**src/rtl/mct_pkg.sv**
```systemverilog
`timescale 1ns/1ps
package mct_pkg;

    // Command codes reported on cmd_o
    typedef enum logic [2:0] {
        OP_DESEL     = 3'd0,
        OP_NOP       = 3'd1,
        OP_ACTIVATE  = 3'd2,
        OP_READ      = 3'd3,
        OP_WRITE     = 3'd4,
        OP_CLOSE     = 3'd5,
        OP_CLOSE_ALL = 3'd6,
        OP_REFRESH   = 3'd7
    } op_e;

    // Per-bank state
    typedef enum logic {
        SLOT_CLOSED = 1'b0,
        SLOT_OPEN   = 1'b1
    } slot_e;

    // Control patterns on the shared pins when the row strobe is high
    localparam logic [2:0] PAT_READ    = 3'b101;
    localparam logic [2:0] PAT_WRITE   = 3'b100;
    localparam logic [2:0] PAT_CLOSE   = 3'b010;
    localparam logic [2:0] PAT_REFRESH = 3'b001;

endpackage

```
**src/rtl/mct_field_split.sv**
```systemverilog
`timescale 1ns/1ps
module mct_field_split #(
    parameter int LO_W     = 14,
    parameter int COL_W    = 10,
    parameter int IDX_W    = 4,
    parameter int ALL_BIT  = 10,
    localparam int ROW_W   = LO_W + 3
) (
    input  logic             sel_n,
    input  logic             strobe_n,
    input  logic [2:0]       hi,
    input  logic [LO_W-1:0]  lo,
    input  logic [IDX_W-1:0] idx,
    output mct_pkg::op_e     op,
    output logic [ROW_W-1:0] addr_out,
    output logic [IDX_W-1:0] idx_out
);
    import mct_pkg::*;

    always_comb begin
        op       = OP_DESEL;
        addr_out = '0;
        idx_out  = '0;
        if (!sel_n) begin
            if (!strobe_n) begin
                op       = OP_ACTIVATE;
                addr_out = {hi, lo};
                idx_out  = idx;
            end else begin
                unique case (hi)
                    PAT_READ: begin
                        op       = OP_READ;
                        addr_out = ROW_W'(lo[COL_W-1:0]);
                        idx_out  = idx;
                    end
                    PAT_WRITE: begin
                        op       = OP_WRITE;
                        addr_out = ROW_W'(lo[COL_W-1:0]);
                        idx_out  = idx;
                    end
                    PAT_CLOSE: begin
                        if (lo[ALL_BIT]) begin
                            op = OP_CLOSE_ALL;
                        end else begin
                            op      = OP_CLOSE;
                            idx_out = idx;
                        end
                    end
                    PAT_REFRESH: op = OP_REFRESH;
                    default:     op = OP_NOP;
                endcase
            end
        end
    end

endmodule

```
**src/rtl/mct_bank_slot.sv**
```systemverilog
`timescale 1ns/1ps
module mct_bank_slot #(
    parameter int ROW_W = 17
) (
    input  logic             clk,
    input  logic             rst_n,
    input  logic             open_req,
    input  logic             close_req,
    input  logic [ROW_W-1:0] row_in,
    output logic             open_o,
    output logic [ROW_W-1:0] row_o
);
    import mct_pkg::*;

    slot_e            state_q, state_d;
    logic [ROW_W-1:0] row_q;

    // State register and stored row
    always_ff @(posedge clk or negedge rst_n) begin
        if (!rst_n) begin
            state_q <= SLOT_CLOSED;
            row_q   <= '0;
        end else begin
            state_q <= state_d;
            if (state_q == SLOT_CLOSED && open_req) begin
                row_q <= row_in;
            end else if (state_q == SLOT_OPEN && close_req) begin
                row_q <= '0;
            end
        end
    end

    // Transitions: open (closed -> open), close (open -> closed)
    always_comb begin
        state_d = state_q;
        unique case (state_q)
            SLOT_CLOSED: if (open_req)  state_d = SLOT_OPEN;
            SLOT_OPEN:   if (close_req) state_d = SLOT_CLOSED;
            default:     state_d = SLOT_CLOSED;
        endcase
    end

    // Outputs
    always_comb begin
        open_o = (state_q == SLOT_OPEN);
        row_o  = row_q;
    end

endmodule

```
**src/rtl/mux_cmd_tracker.sv**
```systemverilog
`timescale 1ns/1ps
module mux_cmd_tracker #(
    parameter int DEV_WIDTH  = 8,
    parameter int LO_W       = 14,
    parameter int COL_W      = 10,
    parameter int BA_W       = 2,
    localparam int BG_W      = (DEV_WIDTH == 16) ? 1 : 2,
    localparam int IDX_W     = BG_W + BA_W,
    localparam int NUM_BANKS = 1 << IDX_W,
    localparam int ROW_W     = LO_W + 3
) (
    input  logic                       clk,
    input  logic                       rst_n,
    input  logic                       chip_sel_n_i,
    input  logic                       row_strobe_n_i,
    input  logic [2:0]                 mux_hi_i,
    input  logic [LO_W-1:0]            addr_lo_i,
    input  logic [BG_W-1:0]            grp_i,
    input  logic [BA_W-1:0]            bnk_i,
    output logic [2:0]                 cmd_o,
    output logic [ROW_W-1:0]           addr_o,
    output logic [IDX_W-1:0]           bank_o,
    output logic                       proto_err_o,
    output logic [NUM_BANKS-1:0]       bank_open_o,
    output logic [NUM_BANKS*ROW_W-1:0] bank_row_o
);
    import mct_pkg::*;

    localparam int ALL_BIT = 10;

    op_e              op_d;
    logic [ROW_W-1:0] addr_d;
    logic [IDX_W-1:0] idx_d;
    logic             hit_open;
    logic             err_d;

    mct_field_split #(
        .LO_W    (LO_W),
        .COL_W   (COL_W),
        .IDX_W   (IDX_W),
        .ALL_BIT (ALL_BIT)
    ) u_split (
        .sel_n    (chip_sel_n_i),
        .strobe_n (row_strobe_n_i),
        .hi       (mux_hi_i),
        .lo       (addr_lo_i),
        .idx      ({grp_i, bnk_i}),
        .op       (op_d),
        .addr_out (addr_d),
        .idx_out  (idx_d)
    );

    // Bank table, one state machine per bank
    for (genvar b = 0; b < NUM_BANKS; b++) begin : g_slot
        logic open_req;
        logic close_req;
        assign open_req  = (op_d == OP_ACTIVATE) && (idx_d == IDX_W'(b));
        assign close_req = ((op_d == OP_CLOSE) && (idx_d == IDX_W'(b)))
                         || (op_d == OP_CLOSE_ALL);
        mct_bank_slot #(.ROW_W(ROW_W)) u_slot (
            .clk       (clk),
            .rst_n     (rst_n),
            .open_req  (open_req),
            .close_req (close_req),
            .row_in    (addr_d),
            .open_o    (bank_open_o[b]),
            .row_o     (bank_row_o[b*ROW_W +: ROW_W])
        );
    end

    // Protocol check against the table as it stood before this edge
    always_comb begin
        hit_open = bank_open_o[idx_d];
        unique case (op_d)
            OP_ACTIVATE:      err_d = hit_open;
            OP_READ, OP_WRITE: err_d = !hit_open;
            default:          err_d = 1'b0;
        endcase
    end

    // Registered command report
    always_ff @(posedge clk or negedge rst_n) begin
        if (!rst_n) begin
            cmd_o       <= OP_DESEL;
            addr_o      <= '0;
            bank_o      <= '0;
            proto_err_o <= 1'b0;
        end else begin
            cmd_o       <= op_d;
            addr_o      <= addr_d;
            bank_o      <= idx_d;
            proto_err_o <= err_d;
        end
    end

endmodule

```
**config.mk**
```make
export PLATFORM = sky130hd
export DESIGN_NAME = mux_cmd_tracker
export DESIGN_NICKNAME = d
export VERILOG_FILES = /design/src/rtl/mct_pkg.sv /design/src/rtl/mct_field_split.sv /design/src/rtl/mct_bank_slot.sv /design/src/rtl/mux_cmd_tracker.sv
export SDC_FILE = /design/constraint.sdc
export NUM_CORES = 1
export LEC_CHECK = 0
export BUFFER_PORTS_ARGS = -buffer_cell sky130_fd_sc_hd__buf_4
export CORE_MARGIN = 4
export CORE_UTILIZATION = 35
export CTS_BUF_LIST = sky130_fd_sc_hd__clkbuf_16
export DETAILED_ROUTE_END_ITERATION = 10
export HOLD_SLACK_MARGIN = 0.1
export PLACE_DENSITY = 0.52
export REMOVE_ABC_BUFFERS = 1
export SLEW_MARGIN = 10
export SYNTH_ARGS = -nofsm -noshare
export SYNTH_HDL_FRONTEND = slang
export SYNTH_SLANG_ARGS = --single-unit
```
**constraint.sdc**
```tcl
create_clock -name clk -period 1.7 [get_ports clk]
set_clock_uncertainty 0.05 [all_clocks]
set_input_delay 0.085 -clock clk [delete_from_list [all_inputs] [get_ports clk]]
set_output_delay 0.085 -clock clk [all_outputs]
set_load 0.1 [all_outputs]
```
Yosys cells after proc, flatten, opt, wreduce, memory -nomap -nowiden
Cells that the tools add are included.

Magnitude comparators: 1. Eq/ne operators: 24. Multiplexer cells: 94. Bitwise operators: 16. Reductions and logical operators: 100.

Operator list (number): 17-bit 2-to-1 mux (34); 1-bit logical AND (64); 1-bit case mux with 2 select lines (17); 1-bit 2-to-1 mux (33); 4-bit equality test, second input constant (8); 2-bit nonzero test (16); 4-bit by 3-bit equality test with 1-bit output, second input constant (4); 1-bit logical OR (16); 1-bit NOT (16); 3-bit equality test, second input constant (5); 4-bit 2-to-1 mux (3); 3-bit case mux with 4 select lines (1); 10-bit 2-to-1 mux (1); 3-bit by 2-bit equality test with 1-bit output, second input constant (3); 4-bit by 2-bit equality test with 1-bit output, second input constant (2); 4-bit case mux with 2 select lines (1); 3-bit 2-to-1 mux (2); 4-bit by 5-bit less-than comparator with 1-bit output, second input constant (1); 1-bit binary-select mux with 4-bit select (1); 4-bit by 1-bit equality test with 1-bit output, second input constant (1); 4-bit zero test (1); 2-bit OR reduction (2); 3-bit by 1-bit equality test with 1-bit output, second input constant (1); 2-bit 2-to-1 mux (1); 1-bit zero test (1).

Register bits after elaboration: 313. Output and inout port bits: 313. Word-level logic and storage cells: 271.

Depth between registers and ports, before layout
Word-level depth: 11. Mapped depth: 10.

By module
Synthesis repeated with hierarchy kept, for this count alone.

Cells, all modules: 1115. Area, all modules: 14809.2 um2.

By module, submodules not included: mct_bank_slot (times used 16, cells each 61, area an instance 840.8 um2); mux_cmd_tracker (times used 1, cells each 88, area an instance 1039.7 um2); mct_field_split (times used 1, cells each 51, area an instance 316.6 um2).

Least setup slack after synthesis
No wires, ideal clock.

Kind: input to register. From: input port row_strobe_n_i. To: register g_slot[6].u_slot.row_q[10]. Library setup time: 121 ps. Arrival: 1595 ps. Required time: 1529 ps. Slack: -66 ps. Cell stages on the path: 7. Path through: buf_2 or4b_4 or3_1 buf_2 buf_2 a21oi_1 nor2_1.

Cells in the longest elaborated chain, start to end: 7.

Ends and longest elaborated chain: start, declared (line mux_cmd_tracker.sv:15) `input logic row_strobe_n_i,`; 4-bit 2-to-1 mux or 3-bit 2-to-1 mux (tied branches) (line mct_field_split.sv:25) `if (!strobe_n) begin`; 4-bit 2-to-1 mux or 3-bit 2-to-1 mux (tied branches) (line mct_field_split.sv:24) `if (!sel_n) begin`; 4-bit by 3-bit equality test with 1-bit output or 3-bit equality test (tied branches) (line mux_cmd_tracker.sv:57, mux_cmd_tracker.sv:58); 1-bit logical AND (line mux_cmd_tracker.sv:58) `assign close_req = ((op_d == OP_CLOSE) && (idx_d == IDX_W'(b)))`; 1-bit logical OR (line mux_cmd_tracker.sv:59) `|| (op_d == OP_CLOSE_ALL);`; 1-bit logical AND (line mct_bank_slot.sv:27) `end else if (state_q == SLOT_OPEN && close_req) begin`; 2-bit nonzero test (no line); end signal, assigned (line mct_bank_slot.sv:26) `row_q <= row_in;`; end, declared (line mct_bank_slot.sv:16) `logic [ROW_W-1:0] row_q;`.

Parallel ways exist; a longest one is shown, timed or not. A chain may end at the register's enable or synchronous reset.

Final worst setup path
From: register g_slot[1].u_slot.state_q. To: register proto_err_o.

Cells in the longest elaborated chain, start to end: 4.

Ends and longest elaborated chain: start, declared (line mct_bank_slot.sv:15) `slot_e state_q, state_d;`; start signal, assigned (line mct_bank_slot.sv:24) `state_q <= state_d;`; 1-bit binary-select mux with 4-bit select * (line mux_cmd_tracker.sv:73) `hit_open = bank_open_o[idx_d];`; 1-bit 2-to-1 mux (not written as such) * (line mux_cmd_tracker.sv:73); 1-bit zero test (line mux_cmd_tracker.sv:76) `OP_READ, OP_WRITE: err_d = !hit_open;`; 1-bit case mux with 2 select lines * (line mux_cmd_tracker.sv:74) `unique case (op_d)`; via err_d (line mux_cmd_tracker.sv:35) `logic err_d;`; end signal, assigned (line mux_cmd_tracker.sv:92) `proto_err_o <= err_d;`; end, declared (line mux_cmd_tracker.sv:23) `output logic proto_err_o,`.

Mark *: on every way through the listed nets, which the timed path passes. The rest lies on a longest branch. The select of a mux whose other input is x is not followed.

==> results list <==
* Via count normalized by instance count: 4.77
- Number of input and output port buffers inserted: 337
- For this run, the detailed router's first-pass iteration total came to 5.
- Summing the sequential cell areas from Yosys gives 57.6% of the chip area.
* Hold_ws: 0.114 ns
- Yosys mapped a number of flops with a built-in enable equal to 0.
- The die covers 42,100 um^2.
- HPWL after DPL: 32,700 um
* Type of the tightest min-delay check: in2async
* Max-cap check violation count: 0
- Tcrit/Tclk final: 93.9%
- For this run, asynchronously set or reset flops after synthesis account for 100%.
* WP data arrival: 1.93 ns
- STA classifies the critical path endpoint as a register.
* Area of the core: 38,000 um^2
* Avg Synthesized Cell Area: 9.51 um^2
- The max-slew violation count came to 0.
- Worst R2R Setup Slack: 0.10 ns
* Number of antenna-violating nets in the routed design: 0
- Gate Count Post-Synth: 1,430
- Placed instance area: 17,200 um^2
- The root buffer cell chosen for the clock tree is clkbuf_16.
- GPL Wtd Cong: 0.823
- After detailed routing, the number of remaining DRC violations is 0.
- Width of the die: 205 um
- RSZ-0062 raised after global routing: false
* Detailed-route via count: 11,200
- Tracing the worst setup path back leads to its startpoint at g_slot[1].u_slot.open_o.
- Number of setup violations in the final report: 0
- In this run the vertical extent of the chip is 205 um.
* Top Ports: 338
- The number of clock buffers added by TritonCTS is 37.
- The critical path ends at proto_err_o.
- The worst-case IR drop observed on VDD is 0.677 mV.
- Endpoint of the most critical register-to-register path: proto_err_o
- Total grt overflow: 0
- The flow ran to the end, and the final reports show no timing, DRC or antenna violations.
- For the finished layout, the period the worst path requires is 1.60 ns.
* Htree depth: 2
* Slew HR: 45.0%
- Entering global routing, the biggest net connects 80 pins.
- Primary FF master, synth: dfrtp_1
- GRT Util Overall: 21.8%
* LEAKAGE: 9.65 nW
- Most frequent cells in the layout: nor2_1 (433), buf_4 (390), dfrtp_1 (313)
- Most common cell after layout, fill and taps aside: nor2_1
- Critical path peak fanout: 5
- Power density over the cells: 1160 nW/um^2
- Antenna violations before repair: 3
- Fin. Hold Viols: 0
- Kind of launch point of the worst setup path: register
* Number of distinct library cells after synthesis: 51
* Initial Utilization: 35.8%
- TritonCTS clock tree: yes
- STA puts the critical path data required time at 2.03 ns.
- Leaving out filler cells and counting taps, the final layout contains 2,340.
* Number of standard-cell rows in the floorplan: 71
* Layout-stage area growth over the synthesis result: 38.6%
- After filler insertion, the fill cell instance count of the layout stands at 3,624.
* Pin slew with the least headroom to its limit: 0.822 ns
- Counting flops and latches in the post-synthesis netlist gives 313.
* Fmax: 0.626 GHz
- Aggregate routed wire length: 47,600 um
- After layout, the design draws a total of 21.8 mW.
* Number of clock sinks: 313
- Clock-pin slew was measured on the worst setup and hold paths at 0.06 ns.
- Launch point of the worst reg-to-reg path: g_slot[1].u_slot.open_o
* Iter 0 DRT Violations: 614
- Vias in the first global route: 11,000
- Number of buffers on the longest clock path: 3
- Clock latency reported for the late side of the worst-skew pair: 0.52 ns
* Share of cells above drive strength 1: 34.3%
* Classification of the worst setup path: reg2reg
- The mapped netlist covers 13,600 um^2.
- Number of cells after detailed placement: 2,232
- Count of warnings emitted by yosys: 0
- The worst register-to-register path has a depth of 5.
- Setup tns final: 0 ns
- In the final routed layout, each cell accounts on average for 20.3 um.
- The finished cells cover 18,800 um^2.
* Global-route wire length before repair: 70,100 um
- In the final design database the tool counted 1,826 nets.
-- critical path, cell delays in order, from the launching register on --
cell      delay (ns)
dfrtp_1         0.42
mux2_2          0.28
a221o_1         0.34
o21ai_0         0.07
o311ai_1        0.14
mux2i_1         0.15
-- metal layers --
layer | vias up | track usage [%] | wire [um]
li1 | 5354 | - | -
met1 | 5397 | 30.1 | 20600
met2 | 354 | 34.9 | 22600
met3 | 50 | 5.03 | 3510
met4 | 0 | 5.60 | 870
met5 | - | 0 | 0
-- Yosys cell counts (16+ instances only) --
master / number / area, um^2
nor2_1: 433 / 1630
dfrtp_1: 313 / 7830
a21oi_1: 221 / 1110
nor2_2: 63 / 394
buf_2: 60 / 300
inv_1: 37 / 139
a21oi_2: 35 / 307
o21ai_0: 32 / 160
clkbuf_1: 30 / 113
nand2_1: 30 / 113
buf_6: 27 / 304
nor2_4: 20 / 225
and2_1: 18 / 113
buf_4: 17 / 128
o22ai_1: 17 / 106
or3_1: 16 / 100
-- sequential cells by signal, indices dropped and copies added, names as in the netlist --
| register | flops |
|---|---|
| g_slot.u_slot.row_o | 272 |
| proto_err_o | 1 |
| g_slot.u_slot.open_o | 16 |
| cmd_o | 3 |
| bank_o | 4 |
| addr_o | 17 |
-- how the worst min path moves through the flow --
stage	startpoint	endpoint	slack, ns	cells past startpoint
after floorplan	rst_n	addr_o[0]	-0.26	0
after global placement	rst_n	g_slot[15].u_slot.row_o[15]	-0.12	1
after detailed placement	rst_n	g_slot[15].u_slot.row_o[15]	-0.12	1
after CTS	rst_n	g_slot[6].u_slot.open_o	0.10	3
after global routing	mux_hi_i[0]	addr_o[14]	0.14	5
final	rst_n	g_slot[6].u_slot.open_o	0.11	3
-- kinds of logic (layout without fill, tap and decap cells) --
kind of cell / count (synthesis) / count (layout) / synth area share (%)
buffers and inverters: 180 / 576 / 7.77
DFF: 313 / 313 / 57.6
muxes: 5 / 5 / 0.469
other: 0 / 3 / 0
and+or+nand+nor: 603 / 603 / 20.3
AOI/OAI and AO/OA: 329 / 329 / 13.9
-- power by group --
part / internal (mW) / total [mW] / switching [mW]
logic: 1.14 / 5.61 / 4.47
clock network: 4.88 / 7.96 / 3.08
registers: 7.90 / 8.24 / 0.346
total: 13.9 / 21.8 / 7.90
-- per-stage QoR --
stage / setup WS, ns / utilization, %
3_3_place_gp: -0.211 / 45.1
5_1_grt: 0.00185 / 49.6
6_report: 0.103 / 49.6
2_1_floorplan: -1.09 / -
3_5_place_dp: -0.309 / 45.1
4_1_cts: 0.0203 / 49.2
-- layout make-up --
type | instances | area, um^2 | area share (%)
Antenna cell | 3 | 7.51 | 0.0398
Clock buffer | 39 | 976 | 5.18
Clock inverter | 25 | 238 | 1.26
Inverter | 38 | 143 | 0.757
Multi-Input combinational cell | 937 | 4750 | 25.2
Sequential cell | 313 | 7830 | 41.6
Tap cell | 511 | 639 | 3.39
Timing Repair Buffer | 474 | 4260 | 22.6
-- timing repair --
action / in CTS / in global routing
hold buffers: 31 / 3
endpoints found under the setup margin: 0 / 42
setup buffers: 0 / 9
hold endpoints to repair: 364 / 4
resized for setup: 0 / 13
No activity file was read; power rests on OpenSTA's default activity.
